## src/rtl/nfc_pkg.sv

```systemverilog
package nfc_pkg;
  localparam int DATA_W = 16;
  localparam int REG_AW = 4;

  typedef enum logic [1:0] {
    K_CMD   = 2'd0,
    K_ADDR  = 2'd1,
    K_DATA  = 2'd2,
    K_RDREQ = 2'd3
  } ekind_t;

  typedef struct packed {
    ekind_t              kind;
    logic [DATA_W-1:0]   data;
  } wb_entry_t;

  localparam logic [REG_AW-1:0] OFS_CTRL  = 4'd0;
  localparam logic [REG_AW-1:0] OFS_STAT  = 4'd1;
  localparam logic [REG_AW-1:0] OFS_IRQ   = 4'd2;
  localparam logic [REG_AW-1:0] OFS_MASK  = 4'd3;
  localparam logic [REG_AW-1:0] OFS_CMD   = 4'd4;
  localparam logic [REG_AW-1:0] OFS_ADDR  = 4'd5;
  localparam logic [REG_AW-1:0] OFS_DWR   = 4'd6;
  localparam logic [REG_AW-1:0] OFS_RDREQ = 4'd7;
  localparam logic [REG_AW-1:0] OFS_READ  = 4'd8;
  localparam logic [REG_AW-1:0] OFS_RST   = 4'd9;
  localparam logic [REG_AW-1:0] OFS_PGCTL = 4'd10;

  localparam int IRQ_W  = 5;
  localparam int IB_NB  = 0;
  localparam int IB_OVF = 1;
  localparam int IB_EDG = 2;
  localparam int IB_RDY = 3;
  localparam int IB_WRD = 4;
endpackage

```

## src/rtl/nfc_sync.sv

```systemverilog
module nfc_sync (
  input  logic clk,
  input  logic rst_n,
  input  logic async_in,
  output logic sync_out,
  output logic rise
);
  logic s1, s2, s3;
  always_ff @(posedge clk or negedge rst_n) begin
    if (!rst_n) begin
      s1 <= 1'b0;
      s2 <= 1'b0;
      s3 <= 1'b0;
    end else begin
      s1 <= async_in;
      s2 <= s1;
      s3 <= s2;
    end
  end
  assign sync_out = s2;
  assign rise     = s2 & ~s3;
endmodule

```

## src/rtl/nfc_wbuf.sv

```systemverilog
module nfc_wbuf #(
  parameter int DEPTH = 4,
  parameter int W     = 18
) (
  input  logic                       clk,
  input  logic                       rst_n,
  input  logic                       push,
  input  logic [W-1:0]               din,
  input  logic                       pop,
  output logic [W-1:0]               dout,
  output logic [$clog2(DEPTH+1)-1:0] count,
  output logic                       full,
  output logic                       empty
);
  localparam int PW = (DEPTH > 1) ? $clog2(DEPTH) : 1;
  localparam int CW = $clog2(DEPTH+1);

  logic [W-1:0]  mem [DEPTH];
  logic [PW-1:0] wp, rp;
  logic          do_push, do_pop;

  assign full    = (count == CW'(DEPTH));
  assign empty   = (count == '0);
  assign do_push = push & ~full;
  assign do_pop  = pop & ~empty;
  assign dout    = mem[rp];

  function automatic logic [PW-1:0] nxt(input logic [PW-1:0] p);
    return (p == PW'(DEPTH-1)) ? '0 : p + PW'(1);
  endfunction

  always_ff @(posedge clk or negedge rst_n) begin
    if (!rst_n) begin
      wp    <= '0;
      rp    <= '0;
      count <= '0;
    end else begin
      if (do_push) wp <= nxt(wp);
      if (do_pop)  rp <= nxt(rp);
      case ({do_push, do_pop})
        2'b10:   count <= count + CW'(1);
        2'b01:   count <= count - CW'(1);
        default: count <= count;
      endcase
    end
  end

  always_ff @(posedge clk) begin
    if (do_push) mem[wp] <= din;
  end
endmodule

```

## src/rtl/nfc_seq.sv

```systemverilog
module nfc_seq
  import nfc_pkg::*;
#(
  parameter int DLYW = 4
) (
  input  logic              clk,
  input  logic              rst_n,
  input  logic              ent_valid,
  input  wb_entry_t         ent,
  output logic              ent_pop,
  input  logic              page_rd_req,
  input  logic              wide,
  input  logic [DLYW-1:0]   rd_dly,
  input  logic [DLYW-1:0]   wr_dly,
  input  logic [DATA_W-1:0] dq_in,
  output logic              cle,
  output logic              ale,
  output logic              we_n,
  output logic              re_n,
  output logic [DATA_W-1:0] dq_out,
  output logic              dq_oe,
  output logic              cap_valid,
  output logic              cap_page,
  output logic [DATA_W-1:0] cap_data,
  output logic              data_sent
);
  typedef enum logic [1:0] { S_IDLE, S_LOW, S_HIGH } st_t;

  st_t               st;
  logic [DLYW-1:0]   tmr;
  ekind_t            kind_q;
  logic              pg_q;
  logic [DATA_W-1:0] data_q;
  logic              is_rd, last_low, active;
  logic [DLYW-1:0]   dly;

  assign is_rd    = pg_q | (kind_q == K_RDREQ);
  assign dly      = is_rd ? rd_dly : wr_dly;
  assign last_low = (st == S_LOW) && (tmr == dly);
  assign active   = (st != S_IDLE);
  assign ent_pop  = (st == S_IDLE) && ent_valid;

  always_ff @(posedge clk or negedge rst_n) begin
    if (!rst_n) begin
      st     <= S_IDLE;
      tmr    <= '0;
      kind_q <= K_CMD;
      pg_q   <= 1'b0;
      data_q <= '0;
    end else begin
      case (st)
        S_IDLE: begin
          tmr <= '0;
          if (ent_valid) begin
            kind_q <= ent.kind;
            data_q <= ent.data;
            pg_q   <= 1'b0;
            st     <= S_LOW;
          end else if (page_rd_req) begin
            kind_q <= K_RDREQ;
            pg_q   <= 1'b1;
            st     <= S_LOW;
          end
        end
        S_LOW: begin
          if (tmr == dly) st <= S_HIGH;
          else            tmr <= tmr + DLYW'(1);
        end
        default: st <= S_IDLE;
      endcase
    end
  end

  assign we_n      = ~((st == S_LOW) & ~is_rd);
  assign re_n      = ~((st == S_LOW) & is_rd);
  assign cle       = active & ~pg_q & (kind_q == K_CMD);
  assign ale       = active & ~pg_q & (kind_q == K_ADDR);
  assign dq_oe     = active & ~is_rd;
  assign dq_out    = !dq_oe ? '0 : (wide ? data_q : {8'h00, data_q[7:0]});
  assign cap_valid = last_low & is_rd;
  assign cap_page  = pg_q;
  assign cap_data  = wide ? dq_in : {8'h00, dq_in[7:0]};
  assign data_sent = last_low & ~pg_q & (kind_q == K_DATA);
endmodule

```

## src/rtl/nfc_front.sv

```systemverilog
module nfc_front
  import nfc_pkg::*;
#(
  parameter int DEPTH      = 4,
  parameter int DLYW       = 4,
  parameter int PAGE_SMALL = 256,
  parameter int PAGE_LARGE = 512,
  parameter int RST_CYCLES = 4
) (
  input  logic              clk,
  input  logic              rst_n,
  input  logic              host_we,
  input  logic [REG_AW-1:0] host_addr,
  input  logic [DATA_W-1:0] host_wdata,
  output logic [DATA_W-1:0] host_rdata,
  output logic              irq,
  output logic              nand_cle,
  output logic              nand_ale,
  output logic              nand_we_n,
  output logic              nand_re_n,
  output logic [DATA_W-1:0] nand_dq_out,
  output logic              nand_dq_oe,
  input  logic [DATA_W-1:0] nand_dq_in,
  input  logic              nand_rb
);
  localparam int EW  = $bits(wb_entry_t);
  localparam int FCW = $clog2(DEPTH+1);
  localparam int CW  = $clog2(PAGE_LARGE) + 1;
  localparam int RCW = $clog2(RST_CYCLES) + 1;
  localparam int CTW = 2 + 2*DLYW;

  // control fields
  logic            pg_large, wide;
  logic [DLYW-1:0] rd_dly, wr_dly;
  logic [IRQ_W-1:0] irq_stat, irq_mask, irq_set, irq_clr;
  logic [DATA_W-1:0] rd_data;
  logic            rst_busy;
  logic [RCW-1:0]  rst_tmr;
  logic            pg_rd_pend, pg_wr_pend;
  logic [CW-1:0]   pg_cnt, pg_words;

  // write buffer
  logic            q_wr, push, ovf_ev, edge_ev;
  wb_entry_t       q_ent, head;
  logic            pop, wb_full, wb_empty;
  logic [FCW-1:0]  wb_count;

  // sequencer/sync
  logic            cap_valid, cap_page, data_sent;
  logic [DATA_W-1:0] cap_data;
  logic            rb_s, rb_rise;
  logic            pg_step, pg_last, wr_done_ev, rdy_ev;
  logic            unused_bits;

  assign unused_bits = ^host_wdata;

  always_comb begin
    q_wr       = host_we && (host_addr >= OFS_CMD) && (host_addr <= OFS_RDREQ);
    q_ent.data = host_wdata;
    case (host_addr)
      OFS_CMD:  q_ent.kind = K_CMD;
      OFS_ADDR: q_ent.kind = K_ADDR;
      OFS_DWR:  q_ent.kind = K_DATA;
      default:  q_ent.kind = K_RDREQ;
    endcase
  end

  assign push    = q_wr & ~wb_full;
  assign ovf_ev  = q_wr & wb_full;
  assign edge_ev = pop & ~push & (wb_count == FCW'(1));

  nfc_wbuf #(.DEPTH(DEPTH), .W(EW)) u_wbuf (
    .clk(clk), .rst_n(rst_n), .push(push), .din(q_ent), .pop(pop),
    .dout(head), .count(wb_count), .full(wb_full), .empty(wb_empty)
  );

  nfc_seq #(.DLYW(DLYW)) u_seq (
    .clk(clk), .rst_n(rst_n), .ent_valid(~wb_empty), .ent(head), .ent_pop(pop),
    .page_rd_req(pg_rd_pend & ~rst_busy), .wide(wide), .rd_dly(rd_dly), .wr_dly(wr_dly),
    .dq_in(nand_dq_in), .cle(nand_cle), .ale(nand_ale), .we_n(nand_we_n),
    .re_n(nand_re_n), .dq_out(nand_dq_out), .dq_oe(nand_dq_oe),
    .cap_valid(cap_valid), .cap_page(cap_page), .cap_data(cap_data),
    .data_sent(data_sent)
  );

  nfc_sync u_rbsync (
    .clk(clk), .rst_n(rst_n), .async_in(nand_rb), .sync_out(rb_s), .rise(rb_rise)
  );

  // page accounting
  assign pg_words   = (pg_large ? CW'(PAGE_LARGE) : CW'(PAGE_SMALL)) >> wide;
  assign pg_step    = ~rst_busy & ((pg_wr_pend & data_sent) |
                                   (pg_rd_pend & cap_valid & cap_page));
  assign pg_last    = pg_step & (pg_cnt == pg_words - CW'(1));
  assign wr_done_ev = pg_last & pg_wr_pend;
  assign rdy_ev     = cap_valid & ~cap_page;

  always_comb begin
    irq_set         = '0;
    irq_set[IB_NB]  = rb_rise;
    irq_set[IB_OVF] = ovf_ev;
    irq_set[IB_EDG] = edge_ev;
    irq_set[IB_RDY] = rdy_ev;
    irq_set[IB_WRD] = wr_done_ev;
    irq_clr = (host_we && host_addr == OFS_IRQ) ? host_wdata[IRQ_W-1:0] : '0;
  end

  always_ff @(posedge clk or negedge rst_n) begin
    if (!rst_n) begin
      pg_large   <= 1'b1;
      wide       <= 1'b0;
      rd_dly     <= '0;
      wr_dly     <= '0;
      irq_stat   <= '0;
      irq_mask   <= '0;
      rd_data    <= '0;
      rst_busy   <= 1'b0;
      rst_tmr    <= '0;
      pg_rd_pend <= 1'b0;
      pg_wr_pend <= 1'b0;
      pg_cnt     <= '0;
    end else begin
      irq_stat <= (irq_stat & ~irq_clr) | irq_set;
      if (cap_valid) rd_data <= cap_data;

      if (host_we && host_addr == OFS_CTRL)
        {wr_dly, rd_dly, wide, pg_large} <= host_wdata[CTW-1:0];
      if (host_we && host_addr == OFS_MASK)
        irq_mask <= host_wdata[IRQ_W-1:0];

      if (rst_busy) begin
        if (rst_tmr == RCW'(RST_CYCLES-1)) rst_busy <= 1'b0;
        else                               rst_tmr  <= rst_tmr + RCW'(1);
      end else if (host_we && host_addr == OFS_RST && host_wdata[0]) begin
        rst_busy <= 1'b1;
        rst_tmr  <= '0;
      end

      if (rst_busy)     pg_cnt <= '0;
      else if (pg_last) pg_cnt <= '0;
      else if (pg_step) pg_cnt <= pg_cnt + CW'(1);

      if (pg_last) begin
        pg_rd_pend <= 1'b0;
        pg_wr_pend <= 1'b0;
      end else if (host_we && host_addr == OFS_PGCTL && !pg_rd_pend && !pg_wr_pend) begin
        if (host_wdata[0])      pg_rd_pend <= 1'b1;
        else if (host_wdata[1]) pg_wr_pend <= 1'b1;
      end
    end
  end

  assign irq = |(irq_stat & irq_mask);

  always_comb begin
    host_rdata = '0;
    case (host_addr)
      OFS_CTRL:  host_rdata[CTW-1:0] = {wr_dly, rd_dly, wide, pg_large};
      OFS_STAT:  host_rdata[4:0] = {wb_empty, pg_rd_pend, pg_wr_pend, wb_full, rb_s};
      OFS_IRQ:   host_rdata[IRQ_W-1:0] = irq_stat;
      OFS_MASK:  host_rdata[IRQ_W-1:0] = irq_mask;
      OFS_READ:  host_rdata = rd_data;
      OFS_RST:   host_rdata[0] = rst_busy;
      OFS_PGCTL: host_rdata[1:0] = {pg_wr_pend, pg_rd_pend};
      default:   host_rdata = '0;
    endcase
  end
endmodule

```

## config.mk

```make
export PLATFORM = sky130hd
export DESIGN_NAME = nfc_front
export DESIGN_NICKNAME = d
export VERILOG_FILES = /design/src/rtl/nfc_pkg.sv /design/src/rtl/nfc_sync.sv /design/src/rtl/nfc_wbuf.sv /design/src/rtl/nfc_seq.sv /design/src/rtl/nfc_front.sv
export SDC_FILE = /design/constraint.sdc
export NUM_CORES = 1
export LEC_CHECK = 0
export CAP_MARGIN = 20
export CORE_MARGIN = 2
export CORE_UTILIZATION = 50
export DETAILED_ROUTE_END_ITERATION = 12
export PLACE_DENSITY = 0.72
export SLEW_MARGIN = 20
export SYNTH_ARGS = -nofsm -noshare
export SYNTH_HDL_FRONTEND = slang
export SYNTH_SLANG_ARGS = --single-unit
export TNS_END_PERCENT = 5
```

## constraint.sdc

```tcl
create_clock -name clk -period 4.25 [get_ports clk]
set_clock_uncertainty 0.1 [all_clocks]
set_input_delay 1.0625 -clock clk [delete_from_list [all_inputs] [get_ports clk]]
set_output_delay 1.0625 -clock clk [all_outputs]
set_load 0.05 [all_outputs]
```

Word-level counts from Yosys, hierarchy flattened. Memory sizes are Yosys's and may differ from the RTL's. Index checks and enable logic that the tools add are counted.

Add/subtract/negate cells: 8. Order comparisons: 2. Eq/ne operators: 28. Shift operators: 1. Muxes and demuxes: 43. Bitwise logic cells: 39. Reductions and logical operators: 34.

Operators with widths (count): 16-bit 2-to-1 mux (3); 10-bit 2-to-1 mux (4); 1-bit bitwise AND (24); 3-bit one-hot mux with 5 select lines (1); 1-bit 2-to-1 mux (14); 2-bit 2-to-1 mux (7); 2-bit nonzero test (7); 4-bit by 3-bit equality test with 1-bit output (second input constant) (3); 4-bit equality test (second input constant) (3); 1-bit logical AND (12); 2-bit AND reduction (6); 10-bit by 1-bit adder with 10-bit output (second input constant) (1); 5-bit bitwise AND (2); 10-bit equality test (1); 2-bit equality test (second input constant) (5); 5-bit one-hot mux with 2 select lines (1); 10-bit by 1-bit right shift with 10-bit output (1); 10-bit by 1-bit subtractor with 10-bit output (second input constant) (1); 3-bit 2-to-1 mux (3); 1-bit NOT (9); 4-bit by 2-bit equality test with 1-bit output (second input constant) (2); 4-bit 2-to-1 mux (2); 4-bit one-hot mux with 2 select lines (1); 1-bit one-hot mux with 7 select lines (1); 31 further kinds (41).

Flip-flop bits (word level): 87. Memory bits (writable): 72. Input port bits: 40. Output and inout bits: 38. Logic and storage cells: 179. Memories kept: 1.

Memory list: u_wbuf.mem (depth 4, bits a word 18, rd ports 1, clocked after memory_dff 0, write ports 1, RTL line nfc_wbuf.sv:18) `logic [W-1:0] mem [DEPTH];`.

Logic depth before layout (Yosys ltp).
Depth after elaboration: 13. Gate-level depth with buffers: 10. Mapped depth without buffers: 10.

By module. Synthesis repeated with hierarchy kept, for this count alone.

Cell total of the unflattened synthesis: 563. Area, all modules: 7320.8 um^2.

Modules (own cells, without submodules): nfc_wbuf (instances 1, cells an instance 134, area an instance 3078.0 um^2); nfc_front (instances 1, cells an instance 247, area an instance 2697.6 um^2); nfc_seq (instances 1, cells an instance 178, area an instance 1456.4 um^2); nfc_sync (instances 1, cells an instance 4, area an instance 88.8 um^2).

Worst setup path before layout. OpenSTA, ideal clock, no wires.

Kind: input -> output. Start: in host_addr[0]. End: out host_rdata[4]. Data arrival time: 2741 ps. Data required time: 3088 ps. Slack: 347 ps. Stages: 3. Path through: clkbuf_1 or3_1 o21ai_0.

Cells in the longest elaborated chain, start to end: 2. Elaborated cells between the ends (all ways): 6. Those cells by class: eq/ne (4); mux (1); reduce/logical (1).

RTL lines: from (decl) (RTL line nfc_front.sv:13) `input logic [REG_AW-1:0] host_addr,`; 4-bit equality test (tied with other cells) (RTL line nfc_front.sv:157) `case (host_addr)`; 3-bit one-hot mux with 5 select lines * (RTL line nfc_front.sv:157); to (decl) (RTL line nfc_front.sv:15) `output logic [DATA_W-1:0] host_rdata,`.

Mark *: on every way between the ends. The rest lies on a longest branch, timed or not.

Final worst setup path.
Start: in host_addr[1]. End: out host_rdata[11].

Cells in the longest elaborated chain, start to end: 2.

RTL lines (RTL line): 4-bit equality test (nfc_front.sv:157); 6-bit 2-to-1 mux (nfc_front.sv:157).

Every way passes these cells.

==> results.md <==
* Post-cts resize count at 0
* Max Freq at between 0.2 and 0.25 GHz
* Router iterations before antenna repair at 5
* Vias at ~4800
* Mean Syn Cell Area at roughly 13 um2
* Num CTS Buffers at 17
* Arr. time, crit path at around 2.9 ns
* Post-synth EDFFs at 72
* R2r worst-path depth at 5
* Register area at between 4000 and 5000 um2
* Reg-to-Reg Start: u_seq.tmr[1]$_DFFE_PN0P_
* GR Overflow Total at 0
* Synthesized flop and latch total at between 150 and 200
* Measured slew at the worst slew-check pin at 0.968 ns
* Placer Congestion at 0.860
* Final nets at about 680
* Diodes inserted at 0
* Period minus WS final at ~4.1 ns
* Share of layout cells above drive strength 1 at about a fifth
* Max Fanout on Critical Path at 13
* Most frequent cells after synthesis: dfrtp_1 (86), edfxtp_1 (72), mux2_2 (42)
* Seq/Total Area, Yosys at 59.7%
* CP dominant cell by count: buf_4
* DRT Wirelength at between 15000 and 20000 um
* Critical path type: input port to output pin
* FP Rows at 44
* Hold Buf Count CTS at 0
* Count leader, synth: dfrtp_1
* Critical path's largest stage delay at about 0.6 ns
* Initial antenna violation count at 0
* Area of the multi-input gates at ~2800 um2
* Share of the synthesized area in the top cell type at around 30%
* Drt initial violations at approximately 360
* Die height at 125 um
* I/O Pins at between 70 and 80
* Netlist cell types at 60
* Crit Reg-Reg Endpoint: rd_data[0]$_DFFE_PN0N_
* CP Cell Sequence: clkdlybuf4s50_1, buf_4, nor3_1, buf_4, and2_1, buf_12
* First-pass GRT wire length at around 26000 um
* Crit path buf inv count at 4
* Setup crit end: host_rdata[11]
* Cells on Worst Hold Path at 0
* CTS root buf: clkbuf_16
* Synth area leaders: edfxtp_1 (30%), dfrtp_1 (30%), mux2_2 (6.5%)
* Htree depth at 4
* Tightest Hold Check Type: register to register
* Yosys warnings at 0
* Post-route setup TNS at 0 ns
* Prevailing post-synth register cell: dfrtp_1
* HPWL Detailed at between 10000 and 15000 um
* Fill cells at about 1100
* Finished Cell Area at 8970 um2
* Mapped Area at approximately 7300 um2
* Max-slew violations at 0
* Clk_lat worst skew at approximately 0.43 ns
* Bufs on Longest Clock Path at 2
* Post-DRT Antenna Nets at 0
* Leak at between 3 and 4 nW
* Core Region at 14400 um2
* Delay-heaviest family, CP: buffers and inverters
* Post-synthesis cell count at about 540
* Critical path launch point type: input port
* Synth-to-Final Area Change at 23.3%
* Async SR Flop Fraction at ~55%
* CP Depth at 6
* DRC at 0
* Critical path required time at just over 3 ns
* Largest area contributor in the netlist: edfxtp_1
* Sink Count at 159
* Slew margin rel. at 35.5%
* Largest net degree at the start of global routing at 56
* DIE AREA at about 16000 um2
* Initial Util at 50.6%
* Crit path launch: host_addr[1]
* CTS tree: done
* Final setup viols at 0
* Final hold vios at 0
* Clock transition at the registers of the reported paths at 0.06 ns
* PD cells at 640 nW/um2
* Max_cap viols at 0
* Placed Area at 8420 um2
* Wire length per cell at between 15 and 20 um
* CP endpoint kind: output pin
* Net Count, Synth at 593
* Vias/cell at between 5 and 6
* CP max stage cell: nor3_1
* Register-to-Register Setup Slack at around 1.2 ns
* Die W at between 100 and 150 um
* Vias in the first global route at about 4900
* Postcts setup bufs at 0
* Status: complete, no violations
* RSZ-0062 raised after global routing: false
* IO Port Bufs at between 70 and 80
* Total GRT Usage at 21.3%
* Final Cycle Share at 96.6%
* Max VDD drop at around 0.40 mV
## cell type report
cell class                 count  area share [%]
multi-input combinational    340            30.8
inverter                      17           0.712
tap                          184            2.57
sequential                   159            48.4
timing repair buffer          90            11.4
clock inverter                13            1.17
clock buffer                  19            4.94
## kinds of logic after synthesis
group / count (synthesis) / synth area share [%]
adders and majority gates: 14 / 2.41
buffers and inverters: 40 / 2.37
xor gates and xnor gates: 5 / 0.602
AOI/OAI and AO/OA: 77 / 7.88
and+or+nand+nor: 169 / 12.5
muxes: 75 / 14.6
DFF: 159 / 59.7
## per-layer routing
metal  share of wire (%)  wire length (um)  vias up  GRT usage (%)
li1                    -                 -     2195              -
met1                  44              6950     2414           29.0
met2                  49              7800      130           34.1
met3                 5.5               869       16           4.51
met4                 1.2               193        0           7.53
met5                   0                 0        -              0
## worst min-delay path by stage
stage	from	slack (ns)	end
after global routing	u_rbsync.s1$_DFF_PN0_	0.27	u_rbsync.sync_out$_DFF_PN0_
after floorplan	u_rbsync.s1$_DFF_PN0_	0.23	u_rbsync.sync_out$_DFF_PN0_
final	u_rbsync.s1$_DFF_PN0_	0.25	u_rbsync.sync_out$_DFF_PN0_
after global placement	u_rbsync.s1$_DFF_PN0_	0.23	u_rbsync.sync_out$_DFF_PN0_
after CTS	u_rbsync.s1$_DFF_PN0_	0.25	u_rbsync.sync_out$_DFF_PN0_
after detailed placement	u_rbsync.s1$_DFF_PN0_	0.23	u_rbsync.sync_out$_DFF_PN0_
## power by group
group,switching [mW],total (mW),internal (mW)
sequential,0.349,2.29,1.94
clock,0.636,1.41,0.774
combinational,1.15,2.05,0.896
total,2.13,5.74,3.61
## sequential cells by signal (all words and copies together) (netlist names)
register,count
rd_dly,4
rst_busy,1
u_rbsync.s1,1
u_seq.kind_q,2
pg_cnt,10
u_seq.st,2
wr_dly,4
pg_large,1
u_seq.tmr,4
u_wbuf.mem,72
u_wbuf.wp,2
u_rbsync.s3,1
u_seq.cap_page,1
u_rbsync.sync_out,1
irq_mask,5
pg_rd_pend,1
rst_tmr,3
irq_stat,5
wide,1
u_wbuf.count,3
u_seq.data_q,16
u_wbuf.rp,2
pg_wr_pend,1
rd_data,16
## cells in the final DEF (no fill, tap or decap), types with 12 or more instances in the layout
| master | instances |
|---|---|
| edfxtp_1 | 72 |
| nand2_1 | 39 |
| mux2i_1 | 12 |
| mux2_2 | 42 |
| o21ai_0 | 18 |
| nor2_1 | 24 |
| and3_1 | 12 |
| clkdlybuf4s50_1 | 60 |
| buf_12 | 16 |
| clkbuf_16 | 17 |
| dfrtp_1 | 86 |
| and2_1 | 20 |
| ha_1 | 14 |
| mux4_2 | 20 |
| nand2b_1 | 17 |
| buf_4 | 14 |
| inv_1 | 16 |
| nor2b_1 | 13 |
## stage by stage
stage	std cells	power (mW)	setup slack, ns	hold slack, ns	utilization [%]
floorplan	539	3.73	0.347	0.231	-
global placement	790	4.28	0.192	0.234	58.6
detailed placement	790	4.37	0.136	0.235	58.6
CTS	822	5.78	0.139	0.249	62.4
global route	822	6.04	0.0469	0.273	62.4
finish	822	5.74	0.145	0.249	62.4
(Power assumes the default switching activity.)
